--- src/rtl/mbm_pkg.sv ---
package mbm_pkg;

  typedef enum logic [1:0] {
    XF_INC  = 2'b00,
    XF_DEC  = 2'b01,
    XF_NINC = 2'b10,
    XF_NEG  = 2'b11
  } xform_e;

  typedef enum logic [1:0] {
    CMB_OR   = 2'b00,
    CMB_AND  = 2'b01,
    CMB_XOR  = 2'b10,
    CMB_RSVD = 2'b11
  } comb_e;

  // 5-bit mode word: [4] invert, [3:2] combiner, [1:0] transform
  typedef struct packed {
    logic   inv_a;
    comb_e  comb;
    xform_e xf;
  } mode_t;

  localparam int unsigned MODE_W = $bits(mode_t);

endpackage

--- src/rtl/mbm_rst_sync.sv ---
module mbm_rst_sync #(
  parameter int unsigned STAGES = 2
) (
  input  logic clk,
  input  logic rst_n,
  output logic rst_sync_n
);

  logic [STAGES-1:0] chain_q;
  logic [STAGES-1:0] chain_d;

  always_comb begin
    chain_d = {chain_q[STAGES-2:0], 1'b1};
  end

  always_ff @(posedge clk or negedge rst_n) begin
    if (!rst_n) chain_q <= '0;
    else        chain_q <= chain_d;
  end

  assign rst_sync_n = chain_q[STAGES-1];

endmodule

--- src/rtl/mbm_operand_prep.sv ---
module mbm_operand_prep #(
  parameter int unsigned DATA_W = 64
) (
  input  logic [DATA_W-1:0] src,
  input  logic [DATA_W-1:0] msk,
  input  logic              half,
  output logic [DATA_W-1:0] keep,
  output logic [DATA_W-1:0] x
);

  localparam int unsigned LO_W = DATA_W / 2;
  localparam int unsigned HI_W = DATA_W - LO_W;

  logic [DATA_W-1:0] lane;

  // Upper lane is enabled only in full-width operation
  always_comb begin
    lane = {{HI_W{~half}}, {LO_W{1'b1}}};
    keep = msk & lane;
    x    = src & keep;
  end

endmodule

--- src/rtl/mbm_xform.sv ---
module mbm_xform
  import mbm_pkg::*;
#(
  parameter int unsigned DATA_W = 64
) (
  input  logic [DATA_W-1:0] x,
  input  xform_e            xf,
  output logic [DATA_W-1:0] t
);

  localparam logic [DATA_W-1:0] ONE = {{(DATA_W-1){1'b0}}, 1'b1};

  logic [DATA_W-1:0] inc;
  logic [DATA_W-1:0] dec;

  always_comb begin
    inc = x + ONE;
    dec = x - ONE;
    unique case (xf)
      XF_INC:  t = inc;
      XF_DEC:  t = dec;
      XF_NINC: t = ~inc;
      XF_NEG:  t = ~dec;   // two's complement negate: -x == ~(x-1)
      default: t = '0;
    endcase
  end

endmodule

--- src/rtl/mbm_combine.sv ---
module mbm_combine
  import mbm_pkg::*;
#(
  parameter int unsigned DATA_W = 64
) (
  input  logic [DATA_W-1:0] x,
  input  logic [DATA_W-1:0] t,
  input  logic [DATA_W-1:0] keep,
  input  logic              inv_a,
  input  comb_e             comb,
  output logic [DATA_W-1:0] r
);

  logic [DATA_W-1:0] a;
  logic [DATA_W-1:0] joined;

  always_comb begin
    a = inv_a ? ~x : x;
    unique case (comb)
      CMB_OR:   joined = a | t;
      CMB_AND:  joined = a & t;
      CMB_XOR:  joined = a ^ t;
      CMB_RSVD: joined = '0;
      default:  joined = '0;
    endcase
    r = joined & keep;
  end

endmodule

--- src/rtl/mask_bitgen.sv ---
module mask_bitgen
  import mbm_pkg::*;
#(
  parameter int unsigned DATA_W = 64
) (
  input  logic              clk,
  input  logic              rst_n,
  input  logic              in_vld,
  input  logic [DATA_W-1:0] in_src,
  input  logic [DATA_W-1:0] in_msk,
  input  logic [4:0]        in_mode,
  input  logic              in_half,
  output logic              out_vld,
  output logic [DATA_W-1:0] out_res
);

  logic              rst_sync_n;
  mode_t             mode_s;
  logic [DATA_W-1:0] keep_s;
  logic [DATA_W-1:0] x_s;
  logic [DATA_W-1:0] t_s;
  logic [DATA_W-1:0] r_s;

  logic              vld_d, vld_q;
  logic [DATA_W-1:0] res_d, res_q;

  assign mode_s = mode_t'(in_mode);

  mbm_rst_sync #(.STAGES(2)) u_rst_sync (
    .clk        (clk),
    .rst_n      (rst_n),
    .rst_sync_n (rst_sync_n)
  );

  mbm_operand_prep #(.DATA_W(DATA_W)) u_prep (
    .src  (in_src),
    .msk  (in_msk),
    .half (in_half),
    .keep (keep_s),
    .x    (x_s)
  );

  mbm_xform #(.DATA_W(DATA_W)) u_xform (
    .x  (x_s),
    .xf (mode_s.xf),
    .t  (t_s)
  );

  mbm_combine #(.DATA_W(DATA_W)) u_comb (
    .x     (x_s),
    .t     (t_s),
    .keep  (keep_s),
    .inv_a (mode_s.inv_a),
    .comb  (mode_s.comb),
    .r     (r_s)
  );

  // Next state: result register enabled by the input strobe
  always_comb begin
    vld_d = in_vld;
    res_d = in_vld ? r_s : res_q;
  end

  always_ff @(posedge clk or negedge rst_sync_n) begin
    if (!rst_sync_n) begin
      vld_q <= 1'b0;
      res_q <= '0;
    end else begin
      vld_q <= vld_d;
      res_q <= res_d;
    end
  end

  assign out_vld = vld_q;
  assign out_res = res_q;

endmodule

--- config.mk ---
export PLATFORM = sky130hd
export DESIGN_NAME = mask_bitgen
export DESIGN_NICKNAME = d
export VERILOG_FILES = /design/src/rtl/mbm_pkg.sv /design/src/rtl/mbm_rst_sync.sv /design/src/rtl/mbm_operand_prep.sv /design/src/rtl/mbm_xform.sv /design/src/rtl/mbm_combine.sv /design/src/rtl/mask_bitgen.sv
export SDC_FILE = /design/constraint.sdc
export NUM_CORES = 1
export LEC_CHECK = 0
export CAP_MARGIN = 20
export CORE_MARGIN = 1
export CORE_UTILIZATION = 46
export DETAILED_ROUTE_END_ITERATION = 6
export PLACE_DENSITY = 0.72
export SLEW_MARGIN = 15
export SYNTH_ARGS = -nofsm -noshare
export SYNTH_HDL_FRONTEND = slang
export SYNTH_SLANG_ARGS = --single-unit
--- constraint.sdc ---
create_clock -name clk -period 3.7 [get_ports clk]
set_input_delay 0.555 -clock clk [delete_from_list [all_inputs] [get_ports clk]]
set_output_delay 0.555 -clock clk [all_outputs]
set_load 0.02 [all_outputs]
==> summary.md <==
| Metric | Value |
|---|---|
| Vias in the first global route | `12,100` |
| Reg-to-reg setup timing slack | `2.33 ns` |
| Area of the die | `24,200 µm²` |
| GR Overflow Total | `0` |
| Post-route clock period utilization | `97.7%` |
| # DRC | `0` |
| First-pass iteration count of the detailed router | `5` |
| Unique cell type count in the Yosys netlist | `65` |
| Number of port buffers | `201` |
| Prevailing post-synth register cell | `dfrtp_1` |
| Peak supply drop | `0.000190 V` |
| Fill cells | `1,983` |
| Number of slew-limit violations in the final report | `0` |
| Area of the core | `22,900 µm²` |
| Via/cell ratio | `5.54` |
| Placed wire-length estimate after detailed placement | `28.6 mm` |
| Transition time at the pin with the least slew margin | `0.881 ns` |
| Mean instance size in the synthesized netlist | `7.39 µm²` |
| Maximum number of pins on one net before global-route repair | `89` |
| Post-layout nets | `2,135` |
| Worst slew slack as a fraction of its limit | `41.3%` |
| Residual antenna-violating net count after detailed routing | `0` |
| Net Count, Synth | `1,738` |
| Largest buffer count on any clock path | `2` |
| Run status | `complete, no violations` |
| Starting utilization of the core area | `47.4%` |
| Sequential share of the synthesized area | `15.4%` |
| Setup Skew | `0.00772 ns` |
| All-Layer GR Usage | `30.8%` |
| Total wirelength of the detailed-routed design | `37.2 mm` |
| Antenna violations before repair | `1` |
| Die Span Y | `156 µm` |
| CP max stage cell | `or4_4` |
| Highest net fanout along the worst path | `3` |
| Number of rows in the core area | `55` |
| Synth-to-Final Area Change | `42.3%` |
| Count of H-tree levels built during CTS | `3` |
| Yosys warns | `0` |
| Max cap viols | `0` |
| Min cycle time layout | `3.61 ns` |
| TritonCTS clock tree | `done` |
| Hold Fails Final Rpt | `0` |
| Number of cells traversed by the worst register-to-register path | `1` |
| Width of the die | `156 µm` |
| Setup Total Neg Slack | `0 ns` |
| Routability Congestion | `0.936` |
| Hold Path Class | `flop to asynchronous set/reset pin` |
| WS Path Type | `input pin to flop` |
| Number of instances in the synthesized netlist | `1,471` |
| Vias | `12,100` |
| Share of synthesized flip-flops with an asynchronous set or reset | `100%` |
| Number of DRC markers after the initial detailed-route iteration | `880` |
| Worst Setup Start Kind | `input pin` |
| Largest delay contributor family on the critical path | `simple AND/OR/NAND/NOR gates` |
| Top Ports | `202` |
| Pwr/cell area | `213 nW/µm²` |
| Number of flops mapped to enable cells by yosys | `0` |
| Routed length per instance | `17.0 µm` |
| Origin of the critical flop-to-flop path | `u_rst_sync.chain_q[1]` |
| Setup violation total in the final timing report | `0` |
| Clock slew at the register clock pins of the worst setup and hold paths | `0.06 ns` |
| Synthesized flop and latch total | `67` |
| Most repeated library cell on the critical path | `buf_4` |
| Proportion of layout cells with a drive suffix above 1 | `18.0%` |
| Sort of element at the end of the critical path | `flop` |
| Critical-path cell list | `clkdlybuf4s50_1 > nand4_1 > buf_4 > or4_4 > nor4_1 > buf_4 > nand4_1 > a21oi_1 > buf_4 > xor2_1 > ha_1 > nor2_1 > a21oi_1 > o21ai_0 > nand4b_1 > o21ai_0` |
| Arrival time reported for the critical path endpoint | `3.80 ns` |
| Share of the core filled with cells in the final layout | `67.5%` |
| Post-synth design cell area | `10,900 µm²` |
| Insertion delay of the later-clocked pin in the worst-skew pair | `0.35 ns` |
| Number of sinks driven by the clock tree | `67` |
| Static power due to leakage | `6.83 nW` |
| First-pass GRT wire length | `59.8 mm` |
| Library cell used as clock root buffer | `clkbuf_16` |
| Timing-limited maximum frequency | `277 MHz` |
| Required time of the worst setup path | `3.89 ns` |
| Total clock buffers created by CTS | `9` |
| Buffering stage count on the worst path with inverters included | `4` |
| Worst r2r dst | `out_res[62]` |
| Delay of the slowest cell on the worst path | `0.50 ns` |
| CP Launch Point | `in_src[10]` |
==> cell usage in the layout, fill, tap and decap left out, drive strengths merged, types with 8 or more instances in the layout <==
cell type | synthesis | final
or2 | 15 | 15
nand3 | 62 | 62
o21ai | 137 | 137
xor2 | 116 | 116
or4 | 17 | 17
clkdlybuf4s50 | 0 | 190
dfrtp | 67 | 67
xnor2 | 121 | 121
nand4 | 35 | 35
nor3 | 20 | 20
nor4 | 26 | 26
or3 | 10 | 10
and4 | 9 | 9
buf | 19 | 260
nand4b | 29 | 29
clkbuf | 50 | 13
nand2 | 154 | 154
and3 | 9 | 9
nor2 | 69 | 69
o22ai | 8 | 8
a21oi | 44 | 44
a22oi | 13 | 13
nand3b | 27 | 27
mux2i | 25 | 25
o32ai | 12 | 12
inv | 179 | 179
ha | 130 | 130
==> final cells by class <==
type / count / area [µm²] / share of cell area, %
diodes: 1 / 2.50 / 0.0162
clock buffers: 13 / 270 / 1.75
clock inverters: 2 / 10.0 / 0.0647
inverters: 179 / 672 / 4.34
multi-input cells: 1156 / 8470 / 54.7
flip-flops and latches: 67 / 1680 / 10.8
well taps: 313 / 392 / 2.53
repair buffers: 455 / 3980 / 25.7
==> sequential cells by signal, indices dropped and copies added (netlist names) <==
register            flops
out_res                64
out_vld                 1
u_rst_sync.chain_q      2
==> layer usage <==
layer | GRT usage (%) | share of wire [%] | up-vias
met3 | 3.69 | 6.7 | 87
met5 | 0 | 0 | -
met4 | 11.0 | 2.9 | 0
li1 | - | - | 5845
met1 | 39.6 | 43 | 5712
met2 | 52.8 | 47 | 458
==> how the worst max path moves through the flow <==
stage / end / slack (ns) / depth (start not counted)
global placement: out_res[46] / -0.29 / 16
detailed placement: out_res[57] / -0.40 / 14
global route: out_res[52] / -0.11 / 16
floorplan: out_res[60] / 0.31 / 12
finish: out_res[52] / 0.09 / 16
CTS: out_res[56] / 0.02 / 16
==> through the flow <==
stage	worst slack (ns)	power [mW]	hold slack (ns)	std cells	instance area (µm²)
final	0.0868	3.30	0.294	2186	15500
after detailed placement	-0.398	2.39	0.320	2161	14900
after global routing	-0.112	3.52	0.370	2186	15500
after floorplan	0.311	1.72	0.259	1471	10900
after global placement	-0.292	2.33	0.308	2161	14900
after CTS	0.0224	3.29	0.325	2176	15200
==> cell usage after synthesis (29+ instances only) <==
library cell,instances,area [µm²]
a21oi_1,44,220
nand4_1,34,213
nand2_1,154,578
dfrtp_1,67,1680
xnor2_1,121,1060
nor2_1,68,255
nand3_1,62,310
clkbuf_1,50,188
nand4b_1,29,254
ha_1,130,1630
o21ai_0,136,681
inv_1,179,672
xor2_1,116,1020
==> power by group <==
| part | leakage (nW) | switching (mW) | internal (mW) |
|---|---|---|---|
| logic | 5.79 | 0.841 | 0.743 |
| clock network | 0.141 | 0.381 | 0.505 |
| registers | 0.896 | 0.0381 | 0.791 |
==> cell families after synthesis <==
| kind of cell | synth area share (%) |
|---|---|
| adders and majority gates | 15.0 |
| other | 0.0345 |
| DFF | 15.4 |
| muxes | 2.30 |
| buffers and inverters | 8.67 |
| AOI/OAI and AO/OA | 14.6 |
| xor gates and xnor gates | 19.1 |
| and+or+nand+nor | 24.9 |
==> timing repair <==
action                     4_1_cts  5_1_grt
setup buffers                    0        9
setup endpoints to repair        2       31
hold buffers                     0        0
pin swaps                        1       17
resized for setup                0       47
Note: power is estimated with default switching activity, not from simulation.
